$ cat config.mk
export PLATFORM = sky130hd
export DESIGN_NAME = uart_rxq
export DESIGN_NICKNAME = d
export VERILOG_FILES = /design/src/rtl/uart_rxq_pkg.sv /design/src/rtl/uart_rxq_store.sv /design/src/rtl/uart_rxq_err.sv /design/src/rtl/uart_rxq_ctrl.sv /design/src/rtl/uart_rxq.sv
export SDC_FILE = /design/constraint.sdc
export NUM_CORES = 1
export LEC_CHECK = 0
export BUFFER_PORTS_ARGS = -buffer_cell sky130_fd_sc_hd__buf_2
export CORE_MARGIN = 2
export CORE_UTILIZATION = 40
export DETAILED_ROUTE_END_ITERATION = 10
export PLACE_DENSITY = 0.61
export SLEW_MARGIN = 0
export SYNTH_ARGS = -nofsm -noshare
export SYNTH_HDL_FRONTEND = slang
export SYNTH_SLANG_ARGS = --single-unit
$ cat constraint.sdc
create_clock -name clk_i -period 2 [get_ports clk_i]
set_input_delay 0.2 -clock clk_i [delete_from_list [all_inputs] [get_ports clk_i]]
set_output_delay 0.2 -clock clk_i [all_outputs]
set_load 0.05 [all_outputs]
$ cat src/rtl/uart_rxq_pkg.sv
package uart_rxq_pkg;

  typedef enum logic [2:0] {
    RA_CTRL  = 3'd0,
    RA_LSTAT = 3'd1,
    RA_ERR   = 3'd2,
    RA_FSTAT = 3'd3,
    RA_DATA  = 3'd4,
    RA_ESRC  = 3'd5
  } reg_addr_e;

  localparam int unsigned CTRL_QEN    = 0;
  localparam int unsigned CTRL_RXFL   = 1;
  localparam int unsigned CTRL_TXFL   = 2;
  localparam int unsigned CTRL_MODE_L = 4;

  localparam int unsigned ERR_OVR = 0;
  localparam int unsigned ERR_PAR = 1;
  localparam int unsigned ERR_FRM = 2;
  localparam int unsigned ERR_BRK = 3;
  localparam int unsigned ERR_W   = 4;

  localparam logic [1:0] MODE_DMA = 2'b10;

endpackage

$ cat src/rtl/uart_rxq_store.sv
module uart_rxq_store #(
  parameter  int unsigned DEPTH = 16,
  parameter  int unsigned DW    = 8,
  localparam int unsigned PW    = (DEPTH > 1) ? $clog2(DEPTH) : 1,
  localparam int unsigned CW    = $clog2(DEPTH + 1)
) (
  input  logic          clk_i,
  input  logic          rst_ni,
  input  logic          push_i,
  input  logic [DW-1:0] wdata_i,
  input  logic          pop_i,
  input  logic          flush_i,
  output logic [DW-1:0] rdata_o,
  output logic          empty_o,
  output logic          full_o,
  output logic [CW-1:0] count_o
);

  logic [DW-1:0] mem_q [DEPTH];
  logic [PW-1:0] wr_ptr_q, rd_ptr_q, wr_nxt, rd_nxt;
  logic          full_q;
  logic          do_push, do_pop;

  assign empty_o = ~full_q & (wr_ptr_q == rd_ptr_q);
  assign full_o  = full_q;
  assign do_push = push_i & ~full_q & ~flush_i;
  assign do_pop  = pop_i & ~empty_o & ~flush_i;

  assign wr_nxt = (wr_ptr_q == PW'(DEPTH - 1)) ? '0 : wr_ptr_q + PW'(1);
  assign rd_nxt = (rd_ptr_q == PW'(DEPTH - 1)) ? '0 : rd_ptr_q + PW'(1);

  always_comb begin
    if (full_q)                    count_o = CW'(DEPTH);
    else if (wr_ptr_q >= rd_ptr_q) count_o = CW'(wr_ptr_q - rd_ptr_q);
    else                           count_o = CW'(DEPTH) - CW'(rd_ptr_q) + CW'(wr_ptr_q);
  end

  assign rdata_o = mem_q[rd_ptr_q];

  always_ff @(posedge clk_i) begin
    if (do_push) mem_q[wr_ptr_q] <= wdata_i;
  end

  always_ff @(posedge clk_i or negedge rst_ni) begin
    if (!rst_ni) begin
      wr_ptr_q <= '0;
      rd_ptr_q <= '0;
      full_q   <= 1'b0;
    end else if (flush_i) begin
      wr_ptr_q <= '0;
      rd_ptr_q <= '0;
      full_q   <= 1'b0;
    end else begin
      if (do_push) wr_ptr_q <= wr_nxt;
      if (do_pop)  rd_ptr_q <= rd_nxt;
      if (do_push && !do_pop && (wr_nxt == rd_ptr_q)) full_q <= 1'b1;
      else if (do_pop && !do_push)                    full_q <= 1'b0;
    end
  end

  p_flush_empty_r11: assert property (@(posedge clk_i) disable iff (!rst_ni)
    flush_i |=> empty_o);

  p_drop_full_r4: assert property (@(posedge clk_i) disable iff (!rst_ni)
    full_o && push_i && !pop_i && !flush_i |=> full_o && $stable(wr_ptr_q) && $stable(rd_ptr_q));

  p_empty_hold_r5: assert property (@(posedge clk_i) disable iff (!rst_ni)
    empty_o && pop_i && !push_i && !flush_i |=> empty_o);

  p_count_same_r12: assert property (@(posedge clk_i) disable iff (!rst_ni)
    !empty_o && !full_o && push_i && pop_i && !flush_i |=> $stable(count_o));

endmodule

$ cat src/rtl/uart_rxq_err.sv
module uart_rxq_err
  import uart_rxq_pkg::*;
(
  input  logic              clk_i,
  input  logic              rst_ni,
  input  logic [ERR_W-1:0]  set_i,
  input  logic              rd_clr_i,
  input  logic              esrc_set_i,
  input  logic              esrc_clr_i,
  output logic [ERR_W-1:0]  stat_o,
  output logic              esrc_o
);

  logic [ERR_W-1:0] stat_q;
  logic             esrc_q;

  always_ff @(posedge clk_i or negedge rst_ni) begin
    if (!rst_ni) begin
      stat_q <= '0;
      esrc_q <= 1'b0;
    end else begin
      stat_q <= rd_clr_i ? set_i : (stat_q | set_i);
      if (esrc_set_i)      esrc_q <= 1'b1;
      else if (esrc_clr_i) esrc_q <= 1'b0;
    end
  end

  assign stat_o = stat_q;
  assign esrc_o = esrc_q;

  p_err_rdclr_r9: assert property (@(posedge clk_i) disable iff (!rst_ni)
    rd_clr_i && (set_i == '0) |=> stat_o == '0);

  p_esrc_hold_r14: assert property (@(posedge clk_i) disable iff (!rst_ni)
    esrc_o && !esrc_clr_i |=> esrc_o);

endmodule

$ cat src/rtl/uart_rxq_ctrl.sv
module uart_rxq_ctrl
  import uart_rxq_pkg::*;
(
  input  logic        clk_i,
  input  logic        rst_ni,
  input  logic        wr_ctrl_i,
  input  logic [31:0] wdata_i,
  input  logic        push_evt_i,
  input  logic [7:0]  push_byte_i,
  input  logic        data_rd_i,
  input  logic        q_last_i,
  output logic        qen_o,
  output logic [1:0]  mode_o,
  output logic        rx_flush_o,
  output logic        tx_flush_o,
  output logic        ready_o,
  output logic [7:0]  hold_o
);

  logic       qen_q, txfl_q, ready_q;
  logic [1:0] mode_q;
  logic [7:0] hold_q;
  logic       rd_clr;

  assign rx_flush_o = wr_ctrl_i & wdata_i[CTRL_RXFL];
  // queue mode: clear only when this read takes the last byte
  assign rd_clr = data_rd_i & (qen_q ? q_last_i : 1'b1);

  always_ff @(posedge clk_i or negedge rst_ni) begin
    if (!rst_ni) begin
      qen_q   <= 1'b0;
      mode_q  <= '0;
      txfl_q  <= 1'b0;
      ready_q <= 1'b0;
      hold_q  <= '0;
    end else begin
      txfl_q <= wr_ctrl_i & wdata_i[CTRL_TXFL];
      if (wr_ctrl_i) begin
        qen_q  <= wdata_i[CTRL_QEN];
        mode_q <= wdata_i[CTRL_MODE_L+:2];
      end
      if (!qen_q && push_evt_i) hold_q <= push_byte_i;
      if (rx_flush_o)      ready_q <= 1'b0;
      else if (push_evt_i) ready_q <= 1'b1;
      else if (rd_clr)     ready_q <= 1'b0;
    end
  end

  assign qen_o      = qen_q;
  assign mode_o     = mode_q;
  assign tx_flush_o = txfl_q;
  assign ready_o    = ready_q;
  assign hold_o     = hold_q;

  p_ready_last_r6: assert property (@(posedge clk_i) disable iff (!rst_ni)
    qen_o && data_rd_i && q_last_i && !push_evt_i && !rx_flush_o |=> !ready_o);

  p_ready_single_r7: assert property (@(posedge clk_i) disable iff (!rst_ni)
    !qen_o && data_rd_i && !push_evt_i |=> !ready_o);

  p_txfl_pulse_r11: assert property (@(posedge clk_i) disable iff (!rst_ni)
    !wr_ctrl_i |=> !tx_flush_o);

endmodule

$ cat src/rtl/uart_rxq.sv
module uart_rxq
  import uart_rxq_pkg::*;
#(
  parameter int unsigned DEPTH = 16
) (
  input  logic        clk_i,
  input  logic        rst_ni,
  input  logic        reg_wr_i,
  input  logic        reg_rd_i,
  input  logic [2:0]  reg_addr_i,
  input  logic [31:0] reg_wdata_i,
  output logic [31:0] reg_rdata_o,
  input  logic        rx_valid_i,
  input  logic [7:0]  rx_data_i,
  input  logic        rx_break_i,
  input  logic        rx_perr_i,
  input  logic        rx_ferr_i,
  input  logic [7:0]  tx_count_i,
  input  logic        tx_full_i,
  output logic        tx_flush_o,
  output logic        err_src_o,
  output logic        dma_busy_o
);

  localparam int unsigned CW = $clog2(DEPTH + 1);

  logic             push_evt, data_rd, wr_ctrl, overrun, underflow;
  logic [7:0]       push_byte, q_rdata, hold, cnt8;
  logic             q_empty, q_full, q_push, q_pop;
  logic [CW-1:0]    q_count;
  logic             qen, rx_flush, ready;
  logic [1:0]       mode;
  logic [ERR_W-1:0] err_set, err_stat;
  logic [31:0]      rd_mux;
  logic [31:0]      rdata_q;

  assign push_evt  = rx_valid_i | rx_break_i;
  assign push_byte = rx_break_i ? 8'h00 : rx_data_i;
  assign data_rd   = reg_rd_i & (reg_addr_i == RA_DATA);
  assign wr_ctrl   = reg_wr_i & (reg_addr_i == RA_CTRL);
  assign q_push    = qen & push_evt;
  assign q_pop     = qen & data_rd;

  uart_rxq_ctrl u_ctrl (
    .clk_i       (clk_i),
    .rst_ni      (rst_ni),
    .wr_ctrl_i   (wr_ctrl),
    .wdata_i     (reg_wdata_i),
    .push_evt_i  (push_evt),
    .push_byte_i (push_byte),
    .data_rd_i   (data_rd),
    .q_last_i    (q_count == CW'(1)),
    .qen_o       (qen),
    .mode_o      (mode),
    .rx_flush_o  (rx_flush),
    .tx_flush_o  (tx_flush_o),
    .ready_o     (ready),
    .hold_o      (hold)
  );

  uart_rxq_store #(.DEPTH(DEPTH), .DW(8)) u_store (
    .clk_i   (clk_i),
    .rst_ni  (rst_ni),
    .push_i  (q_push),
    .wdata_i (push_byte),
    .pop_i   (q_pop),
    .flush_i (rx_flush),
    .rdata_o (q_rdata),
    .empty_o (q_empty),
    .full_o  (q_full),
    .count_o (q_count)
  );

  assign overrun   = qen ? (push_evt & q_full) : (push_evt & ready & ~data_rd);
  assign underflow = q_pop & q_empty;

  always_comb begin
    err_set          = '0;
    err_set[ERR_OVR] = overrun;
    err_set[ERR_PAR] = rx_valid_i & rx_perr_i;
    err_set[ERR_FRM] = rx_valid_i & rx_ferr_i;
    err_set[ERR_BRK] = rx_break_i;
  end

  uart_rxq_err u_err (
    .clk_i      (clk_i),
    .rst_ni     (rst_ni),
    .set_i      (err_set),
    .rd_clr_i   (reg_rd_i & (reg_addr_i == RA_ERR)),
    .esrc_set_i (overrun | underflow),
    .esrc_clr_i (reg_wr_i & (reg_addr_i == RA_ESRC) & reg_wdata_i[0]),
    .stat_o     (err_stat),
    .esrc_o     (err_src_o)
  );

  // full queue reports a zero count field plus the full bit
  assign cnt8 = q_full ? 8'h00 : 8'(q_count);

  always_comb begin
    rd_mux = '0;
    case (reg_addr_i)
      RA_CTRL: begin
        rd_mux[CTRL_QEN]       = qen;
        rd_mux[CTRL_MODE_L+:2] = mode;
      end
      RA_LSTAT: rd_mux[0] = ready;
      RA_ERR:   rd_mux[ERR_W-1:0] = err_stat;
      RA_FSTAT: rd_mux = {7'b0, tx_full_i, tx_count_i, 7'b0, q_full, cnt8};
      RA_DATA:  rd_mux[7:0] = qen ? (q_empty ? 8'h00 : q_rdata) : hold;
      RA_ESRC:  rd_mux[0] = err_src_o;
      default:  rd_mux = '0;
    endcase
  end

  always_ff @(posedge clk_i or negedge rst_ni) begin
    if (!rst_ni)       rdata_q <= '0;
    else if (reg_rd_i) rdata_q <= rd_mux;
  end

  assign reg_rdata_o = rdata_q;
  assign dma_busy_o  = (mode == MODE_DMA) & q_empty;

  p_underflow_zero_r5: assert property (@(posedge clk_i) disable iff (!rst_ni)
    qen && data_rd && q_empty |=> reg_rdata_o == 32'h0 && err_src_o);

  p_overflow_src_r4: assert property (@(posedge clk_i) disable iff (!rst_ni)
    qen && push_evt && q_full |=> err_src_o && err_stat[ERR_OVR]);

  p_break_flag_r8: assert property (@(posedge clk_i) disable iff (!rst_ni)
    rx_break_i |=> err_stat[ERR_BRK] && ready);

endmodule

Word-level counts from Yosys, hierarchy flattened --
Memories as Yosys holds them, arrays and structs flattened. Cells that the tools add are included.
Word-level totals: memories kept 1, output and inout port bits 35, latch bits 0, memory bits (writable) 128, ROM bits 0, logic and storage cells 101, register bits 59, input port bits 60
Operators by class: mux-type cells 30, add/sub/neg operators 5, reduce and logical (&&, ||, !) cells 13, $mul 0, equality and inequality tests 11, bitwise logic cells 29, divide/modulo/power cells 0, shifts and indexed selects 0, $lt $le $gt $ge 1
Memory list:
- u_store.mem_q | words 16, bits a word 8, read ports 1, clocked after memory_dff 0, write ports 1, line uart_rxq_store.sv:19 | logic [DW-1:0] mem_q [DEPTH];
Operators by type and width (count):
- 2-to-1 mux 4 bit | 7
- 2-to-1 mux 8 bit | 3
- bitwise AND 1 bit | 22
- 2-to-1 mux 17 bit | 1
- 2-to-1 mux 5 bit | 3
- 2-to-1 mux 1 bit | 12
- one-hot mux 3 bit (3 select lines) | 1
- adder 4 x 1 -> 4 bit (second input constant) | 2
- == test 4 bit | 2
- == test 4 bit (second input constant) | 2
- == test 3 x 2 -> 1 bit (second input constant) | 2
- == test 3 bit (second input constant) | 2
- one-hot mux 1 bit (6 select lines) | 1
- one-hot mux 2 bit (3 select lines) | 1
- nonzero test 2 bit | 3
- nonzero test 3 bit | 2
- adder 5 x 4 -> 5 bit | 1
- == test 5 x 1 -> 1 bit (second input constant) | 1
- subtractor 4 x 4 -> 5 bit | 1
- subtractor 5 x 4 -> 5 bit (first input constant) | 1
- greater-or-equal comparator 4 bit | 1
- logical AND 1 bit | 4
- inverter 1 bit | 4
- bitwise OR 4 bit | 1
- 6 further kinds | 9

Longest topological paths before layout --
depth after elaboration 10, depth in mapped cells 10, mapped depth without buffers 9

By module --
From an unflattened synthesis, not the netlist that was laid out.
Unflattened totals: cell total of the unflattened synthesis 546, area total of the unflattened synthesis 7777.5 um2
By module, submodules not included:
- uart_rxq_store | cells each 340, seq. area each 4068.9 um2, area each 5773.0 um2, instances 1
- uart_rxq | cells each 162, seq. area each 450.4 um2, area each 1295.0 um2, instances 1
- uart_rxq_ctrl | cells each 32, seq. area each 325.3 um2, area each 539.3 um2, instances 1
- uart_rxq_err | cells each 12, seq. area each 125.1 um2, area each 170.2 um2, instances 1

Worst setup path before layout --
OpenSTA, ideal clock, no wires.
path kind reg2out, start point register u_store.rd_ptr_q[1], end point output dma_busy_o, cell stages (with the launch flop) 7, data required time 1.800 ns, buffers on the path 2, arrival time 2.956 ns, setup slack -1.156 ns, cells stage by stage dfrtp_1 -> clkbuf_1 -> buf_2 -> inv_1 -> ha_1 -> nand4_2 -> nor4b_1
On the way: cells in the longest elaborated chain, start to end 3
RTL lines:
- start: declaration | line uart_rxq_store.sv:20 | logic [PW-1:0] wr_ptr_q, rd_ptr_q, wr_nxt, rd_nxt;
- start signal: assignment | line uart_rxq_store.sv:55 | if (do_pop) rd_ptr_q <= rd_nxt;
- == test 4 bit | line uart_rxq_store.sv:24 | assign empty_o = ~full_q & (wr_ptr_q == rd_ptr_q);
- bitwise AND 1 bit | line uart_rxq_store.sv:24
- bitwise AND 1 bit | line uart_rxq.sv:121 | assign dma_busy_o = (mode == MODE_DMA) & q_empty;
- end: declaration | line uart_rxq.sv:22 | output logic dma_busy_o
No other way between the ends.

Worst setup path after layout --
start point register u_store.rd_ptr_q[0], end point output dma_busy_o
Same word-level chain as after synthesis.

==> results_dict.tcl <==
set metrics [dict create \
    drt_iter0_markers 429 \
    final_hold_viol_count 0 \
    die_w_um 143 \
    routed_wirelength_um 19100 \
    ys_seq_elements 173 \
    cts_buffers 17 \
    synth.top_cells.by_count "edfxtp_1 (128), nand2_1 (51), dfrtp_1 (45)" \
    nFillCells 1566 \
    ys_seq_area_share_pct 64.4 \
    path_cells "ha_4 -> nand4_4 -> buf_6 -> nor4b_4 -> buf_6" \
    ys.flop_type "edfxtp_1" \
    dp_hpwl_um 12600 \
    fin_crit_ps 2030 \
    first_pass_iters 5 \
    num_vias 5072 \
    antenna_cells 0 \
    area_growth_pct 24.1 \
    status "finished with violations" \
    vias_per_cell 5.37 \
    netlist_area_um2 7720 \
    yosysUniqueCellTypes 65 \
    p_per_area_nw_per_um2 1240 \
    cp_num_buf_inv 2 \
    cpPeakStageDelay_ps 450 \
    grt_max_degree 32 \
    grt_use_total_pct 19.2 \
    violations "setup timing" \
    synth.most_common_cell "edfxtp_1" \
    ir_worst_vdd_uv 815 \
    coreArea_um2 18800 \
    gr-total-overflow 0 \
    io_buffers 53 \
    h-tree-depth 4 \
    fin_skew_ps 20.3 \
    cts-root-buf "clkbuf_16" \
    grt_pass1_wl_um 29100 \
    die_area_um2 20400 \
    final_cells 944 \
    rows 50 \
    start_util_pct 41.0 \
    drc_errors 0 \
    endpoint_kind "primary output" \
    grt_pass1_vias 5114 \
    dp.cells 888 \
    insertion_delay_ps 440 \
    slew_headroom_pct 18.9 \
    worst_hold_slack_ps 43.0 \
    crit_path_max_fanout 3 \
    ant_nets 0 \
    cap_violations 0 \
    synth_cells 549 \
    cpMostUsedCell "buf_6" \
    criticalPathCategory "flop to primary output" \
    routedWlPerCell_um 20.2 \
    yosys.area.top_type "edfxtp_1" \
    grt_setup_unrepaired "true" \
    finalWorstSetupSlack_ps -28.9 \
    antenna_found_initial 0 \
    p_leak_nw 3.61 \
    worstMarginPinSlew_ps 1210 \
    yosysWarnings 0 \
    crit_arrival_ps 1830 \
    critPathSlowestCell "dfrtp_2" \
    slew_viol_final 0 \
    postSynthAreaPerCell_um2 14.1 \
    synthArstFlopShare_pct 26.0 \
    nNetsFinal 741 \
    routabilityCongestion 0.859 \
    fin_crit_sh_pct 101 \
    clock_sinks 173 \
    cp_top_family "flip-flops" \
    clk_pin_slew_ps 70 \
    synth_top_area_share_pct 49.8 \
    dp_worst_setup_slack_ps 0.830 \
    setup_viol 1 \
    clk_path_buf_depth 2 \
    cp.required_ps 1800 \
    worstHoldPathType "input port to flop" \
    fmax_mhz 493 \
    cts_tree "built" \
    synthTopCellsByArea "edfxtp_1 (50%), dfrtp_1 (15%), mux4_2 (4.7%)" \
    io_pins 95 \
    die_h_um 143 \
    drive_above_1_share_pct 30.6 \
    startpoint_type "flop" \
    synth_edf_count 128 \
]
## power by group
part	total [mW]	internal, mW	switching, mW
logic	4.12	1.86	2.26
clock network	3.45	1.92	1.53
registers	4.34	4.16	0.173
## metrics by stage
step / TNS, ps / total power, mW / instance area, µm² / utilization, %
2_1_floorplan: -3730 / 6.97 / 7860 / -
3_3_place_gp: 0 / 8.04 / 8640 / 45.9
3_5_place_dp: 0 / 8.13 / 8640 / 45.9
4_1_cts: -47.7 / 11.7 / 9460 / 50.3
5_1_grt: -179 / 12.4 / 9580 / 50.9
6_report: -28.9 / 11.9 / 9580 / 50.9
## state kept, by name, summed over array words and instances, names as in the netlist
signal / cells
u_ctrl.mode_o: 2
u_ctrl.qen_o: 1
u_store.full_o: 1
u_err.stat_o: 4
u_store.mem_q: 128
u_ctrl.ready_o: 1
u_ctrl.tx_flush_o: 1
u_store.rd_ptr_q: 4
reg_rdata_o: 18
u_err.esrc_o: 1
u_store.wr_ptr_q: 4
u_ctrl.hold_o: 8
## layout by cell type, fill, tap and decap left out, drive strengths merged, types with 3 or more instances in the layout
cell type	Yosys	layout
nor2	32	32
nand2	51	51
o31ai	4	4
clkinv	1	5
mux2i	8	8
mux4	23	23
dfrtp	45	45
xnor2	6	6
nand4	4	4
ha	9	9
inv	11	18
nor3	11	11
nor2b	21	21
nand2b	5	5
nand3	8	8
a211oi	5	5
mux2	11	11
a22o	14	14
a31oi	6	6
o21ai	18	18
edfxtp	128	128
clkbuf	14	19
o22ai	9	9
conb	1	14
nor3b	4	4
buf	31	119
a221oi	3	3
a21oi	30	30
dlygate4sd3	0	15
## repair_timing
action	in CTS	in global routing
pin swaps	6	4
gates cloned	0	1
hold buffers	14	1
buffers inserted	5	3
resized for setup	5	16
endpoints found under the hold margin	42	1
endpoints found under the setup margin	2	31
## final cells by class
type	count	area [µm²]	share of cell area [%]
Sequential cell	173	4970	51.9
Timing Repair Buffer	135	987	10.3
Clock inverter	14	196	2.05
Clock buffer	18	429	4.48
Multi-Input combinational cell	332	2620	27.4
Tap cell	260	325	3.40
Inverter	12	48.8	0.509
## cell families after synthesis
family	share of synthesized area (%)
muxes	9.69
other	0.0486
AOI/OAI and AO/OA	9.03
xor gates and xnor gates	0.908
adders and majority gates	1.72
buffers and inverters	4.18
and+or+nand+nor	10.1
DFF	64.4
## final timing paths
kind                                                       from                               to  slack (ps)  depth (start not counted)
worst max-delay path            u_store.rd_ptr_q[0]$_DFFE_PN0P_                       dma_busy_o         -30                          5
worst min-delay path                             reg_wdata_i[0]         u_ctrl.qen_o$_DFFE_PN0P_          40                          3
worst max register to register  u_store.rd_ptr_q[3]$_DFFE_PN0P_       reg_rdata_o[1]$_DFFE_PN0P_          50                          8
worst min register to register        u_err.stat_o[3]$_DFF_PN0_        u_err.stat_o[3]$_DFF_PN0_         500                          1
max in group asynchronous                                rst_ni        u_err.stat_o[0]$_DFF_PN0_        1040                          3
min in group asynchronous                                rst_ni  u_store.wr_ptr_q[3]$_DFFE_PN0P_         360                          2
## metal layers
| layer | global-route usage [%] | routed length, µm |
|---|---|---|
| met1 | 25.7 | 8390 |
| met2 | 31.8 | 9420 |
| met3 | 3.52 | 976 |
| met4 | 6.36 | 292 |
| met5 | 0 | 0 |
## worst min-delay path: stages
cell and delay [ps]:
buf_2 100, nand2_1 50, o21ai_0 80
Note: power is estimated with default switching activity, not from simulation.
